<file path="src/rtl/ovl_bank_pkg.sv">
package ovl_bank_pkg;

    // Write-unlock progress
    typedef enum logic [1:0] {
        WE_OFF   = 2'd0,   // writes blocked, nothing armed
        WE_ARMED = 2'd1,   // one odd read seen
        WE_ON    = 2'd2    // writes reach RAM
    } we_state_e;

    // Decoded meaning of one bus cycle
    typedef struct packed {
        logic rd_hit;     // valid read inside window
        logic wr_hit;     // valid write inside window
        logic odd;        // write-capable switch
        logic bank_one;   // bank requested by address bit 3
        logic src_ram;    // read source requested by bits 1:0
    } sw_cmd_t;

endpackage

</file>
<file path="src/rtl/ovl_bank_decode.sv">
module ovl_bank_decode
    import ovl_bank_pkg::*;
#(
    parameter int              ADDR_W  = 16,
    parameter logic [ADDR_W-1:0] SW_BASE = 16'hC080
) (
    input  logic              valid,
    input  logic              rd,
    input  logic [ADDR_W-1:0] addr,
    output sw_cmd_t           cmd
);
    localparam int PAGE_LSB = 4;

    logic in_window;
    logic unused_bit2;

    assign in_window   = valid && (addr[ADDR_W-1:PAGE_LSB] == SW_BASE[ADDR_W-1:PAGE_LSB]);
    assign unused_bit2 = addr[2];

    always_comb begin
        cmd.rd_hit   = in_window && rd;
        cmd.wr_hit   = in_window && !rd;
        cmd.odd      = addr[0];
        cmd.bank_one = addr[3];
        cmd.src_ram  = ~(addr[1] ^ addr[0]);
    end
endmodule

</file>
<file path="src/rtl/ovl_bank_mode.sv">
module ovl_bank_mode
    import ovl_bank_pkg::*;
(
    input  logic    clk,
    input  logic    rst_n,
    input  sw_cmd_t cmd,
    output logic    bank_one,
    output logic    src_ram
);
    always_ff @(posedge clk or negedge rst_n) begin
        if (!rst_n) begin
            bank_one <= 1'b0;
            src_ram  <= 1'b0;
        end else if (cmd.rd_hit) begin
            bank_one <= cmd.bank_one;
            src_ram  <= cmd.src_ram;
        end
    end
endmodule

</file>
<file path="src/rtl/ovl_bank_wr_fsm.sv">
module ovl_bank_wr_fsm
    import ovl_bank_pkg::*;
(
    input  logic    clk,
    input  logic    rst_n,
    input  sw_cmd_t cmd,
    output logic    wr_en
);
    we_state_e state_q, state_d;

    // State register
    always_ff @(posedge clk or negedge rst_n) begin
        if (!rst_n) state_q <= WE_OFF;
        else        state_q <= state_d;
    end

    // Next state
    always_comb begin
        state_d = state_q;
        unique case (state_q)
            WE_OFF: begin
                if (cmd.rd_hit && cmd.odd) state_d = WE_ARMED;
            end
            WE_ARMED: begin
                if (cmd.rd_hit)      state_d = cmd.odd ? WE_ON : WE_OFF;
                else if (cmd.wr_hit) state_d = WE_OFF;
            end
            WE_ON: begin
                if (cmd.rd_hit && !cmd.odd) state_d = WE_OFF;
            end
            default: state_d = WE_OFF;
        endcase
    end

    // Outputs
    always_comb begin
        wr_en = (state_q == WE_ON);
    end
endmodule

</file>
<file path="src/rtl/ovl_bank_ctrl.sv">
module ovl_bank_ctrl
    import ovl_bank_pkg::*;
#(
    parameter int                ADDR_W  = 16,
    parameter logic [ADDR_W-1:0] SW_BASE = 16'hC080
) (
    input  logic              clk,
    input  logic              rst_n,
    input  logic              bus_valid,
    input  logic              bus_rd,
    input  logic [ADDR_W-1:0] bus_addr,
    output logic              bank_one,
    output logic              rd_from_ram,
    output logic              ram_wr_en
);
    sw_cmd_t cmd;

    ovl_bank_decode #(.ADDR_W(ADDR_W), .SW_BASE(SW_BASE)) u_dec (
        .valid (bus_valid),
        .rd    (bus_rd),
        .addr  (bus_addr),
        .cmd   (cmd)
    );

    ovl_bank_mode u_mode (
        .clk      (clk),
        .rst_n    (rst_n),
        .cmd      (cmd),
        .bank_one (bank_one),
        .src_ram  (rd_from_ram)
    );

    ovl_bank_wr_fsm u_wfsm (
        .clk   (clk),
        .rst_n (rst_n),
        .cmd   (cmd),
        .wr_en (ram_wr_en)
    );
endmodule

</file>
<file path="config.mk">
export PLATFORM = sky130hd
export DESIGN_NAME = ovl_bank_ctrl
export DESIGN_NICKNAME = d
export VERILOG_FILES = /design/src/rtl/ovl_bank_pkg.sv /design/src/rtl/ovl_bank_decode.sv /design/src/rtl/ovl_bank_mode.sv /design/src/rtl/ovl_bank_wr_fsm.sv /design/src/rtl/ovl_bank_ctrl.sv
export SDC_FILE = /design/constraint.sdc
export NUM_CORES = 1
export LEC_CHECK = 0
export BUFFER_PORTS_ARGS = -buffer_cell sky130_fd_sc_hd__buf_2
export CAP_MARGIN = 20
export CORE_AREA = 2 2 39 41
export CTS_CLUSTER_DIAMETER = 60
export DETAILED_ROUTE_END_ITERATION = 16
export DIE_AREA = 0 0 41 43
export SLEW_MARGIN = 30
export SYNTH_ARGS = -nofsm -noshare
export SYNTH_HDL_FRONTEND = slang
export SYNTH_SLANG_ARGS = --single-unit
</file>
<file path="constraint.sdc">
create_clock -name clk -period 1.2 [get_ports clk]
set_input_delay 0.06 -clock clk [delete_from_list [all_inputs] [get_ports clk]]
set_output_delay 0.06 -clock clk [all_outputs]
set_load 0.005 [all_outputs]
</file>
==> run summary <==
Status = completed
Area grow syn2layout = 62.9%
Reg clk slew, reported paths = 40 ps
Power per cell area = 816 nW/µm²
Leakage power = 0.229 nW
Placement Setup Slack = 17.0 ps
Post-synthesis average cell area = 11.4 µm²
M1 WL = 200 µm
Setup ws final = 199 ps
Top-level I/O count = 23
Final setup fails = 0
Initial antenna violation count = 0
Htree depth = 1
Setup TNS = 0 ps
Most frequent cells in the layout = 21 x buf_2, 4 x dfrtp_1, 3 x nand2_1, 3 x clkbuf_4
Area share of the largest cell type after synthesis = 0.381
Fin area = 428 µm²
Fillers = 158
Hpwl dp = 519 µm
Cts bufs inserted = 3
CTS root buffer = clkbuf_4
WP buf/inv = 1
Mapped Nets = 43
Rel. slew slack = 0.856
# port buffers = 21
Sequential area share after synthesis = 0.381
GRT Util Overall = 0.0915
Hold EP = u_mode.bank_one
Hold Crit Class = input port to flop
Maxcap violations = 0
Initial Utilization = 0.190
Crit path cell chain = nor2b_1 > buf_2
Tightest Pin Transition = 215 ps
# diodes = 0
Peak VDD IR = 0.278 mV
Fmax achieved = 0.999 GHz
Max-slew violations = 0
Clock buffer depth = 2
Cell taking the most area after synthesis = dfrtp_1
TritonCTS clock tree = done
Top post-synthesis cells by area = dfrtp_1 38%, nor4b_4 18%, nand4_1 4.8%, mux2_1 4.3%, nand2_1 4.3%
Fraction of layout cells with a size suffix above 1 = 0.571
Critical path arrival = 940 ps
CP peak stage delay = 380 ps
Multi-input gate area = 163 µm²
Routed WL = 555 µm
Core footprint = 1380 µm²
Post-Synthesis Cells = 23
Synthesis warning total = 0
Largest net degree at the start of global routing = 5
Synth Cell Area = 263 µm²
R2R depth = 2
Sink Count = 4
Tcrit/Tclk final = 0.834
Antenna Nets Post-Route = 0
Crit-path max FO = 3
Die Y = 43 µm
First-pass DRT Iterations = 1
DR vias = 275
Slowest CP cell = dfrtp_1
R2R Path Start = u_wfsm.state_q[0]
Post_cts resized = 0
Final period demand of the worst path = 1000 ps
Worst Hold Launch = bus_addr[3]
Most common cell after layout, fill and taps aside = buf_2
Worst Clk Skew = 0.00409 ps
Routed len/inst = 8.54 µm
CP Capture Type = output pin
Fin. Hold Viols = 0
Req. time, crit path = 1140 ps
RR Endpoint = u_wfsm.state_q[0]
Worst skew pair latency = 230 ps
RSZ-0062 raised after global routing = no
Met3 Wirelength = 44 µm
Setup CP Type = flop to output pin
First-pass GRT wire length = 1050 µm
Layout Nets = 71
WHS = 42.0 ps
Final Power = 0.349 mW
DRC = 0
Kind of cell adding the most delay to the critical path = flip-flops
Vias in the first global route = 297
Die area = 1760 µm²
DP Area = 395 µm²
FF+latch area = 100 µm²
Global route total overflow = 0
CP Launch Type = flop
GP Congestion = 0.699
Drt initial violations = 0
Vias per std cell = 4.23
Site Rows = 14
Highest Signal Layer = met3
FF+latch count, synth = 4
Met2 routed WL = 310 µm
Netlist cell types = 15
Die Span X = 41 µm
Hold path depth = 2
R2R Setup Slk = 210 ps
## per-stage QoR
step                instances  utilization
CTS                        65        0.309
finish                     65        0.309
detailed placement         61        0.286
global route               65        0.309
global placement           61        0.286
floorplan                  23            -
## logic make-up (layout without fill, tap and decap cells)
group,Yosys count,after routing,share of synthesized area
buffers and inverters,0,26,0
AO/OA/AOI/OAI,2,2,0.0524
multiplexers,2,2,0.0810
flip-flops,4,4,0.381
XOR/XNOR,2,2,0.0667
AND/OR/NAND/NOR,13,13,0.419
## state kept, by name (all words and copies together), names as in the netlist
register / cells
u_mode.src_ram: 1
u_wfsm.state_q: 2
u_mode.bank_one: 1
## final cells by class
cell class	count	area share
flip-flops and latches	4	0.234
clock buffers	3	0.0526
repair buffers	23	0.287
multi-input cells	19	0.380
well taps	16	0.0468
## synth_stat cells, drive strengths merged
master,number
mux2,1
nor2b,1
and4b,1
xor2,1
xnor2,1
mux2i,1
o21ai,1
nor2,2
and3b,1
or3,1
nor4b,2
dfrtp,4
nand4,2
nand2,3
a21oi,1
## per-layer routing
| layer | vias to the layer above | global-route usage |
|---|---|---|
| met3 | 0 | 0.0628 |
| met5 | - | 0 |
| li1 | 137 | - |
| met4 | 0 | 0.0400 |
| met1 | 131 | 0.0744 |
| met2 | 7 | 0.156 |
## where the power goes
group / internal (mW) / leakage (nW) / switching, mW
Sequential: 0.136 / 0.0559 / 0.000161
Combinational: 0.0327 / 0.160 / 0.0206
Clock: 0.111 / 0.0138 / 0.0483
## what timing repair did
action                    in CTS  in global routing
setup buffers                  0                  0
hold buffers                   1                  0
hold endpoints to repair       4                  0
## how the worst max path moves through the flow
stage / from / to / slack, ps / cells past startpoint
finish: u_wfsm.state_q[1] / ram_wr_en / 200 / 2
global route: u_wfsm.state_q[1] / ram_wr_en / 90 / 2
CTS: u_wfsm.state_q[1] / ram_wr_en / 170 / 2
detailed placement: bus_addr[5] / u_mode.bank_one / 20 / 4
global placement: bus_addr[5] / u_wfsm.state_q[0] / 10 / 5
floorplan: bus_addr[11] / u_wfsm.state_q[0] / 210 / 4
Note: power is estimated with default switching activity, not from simulation.
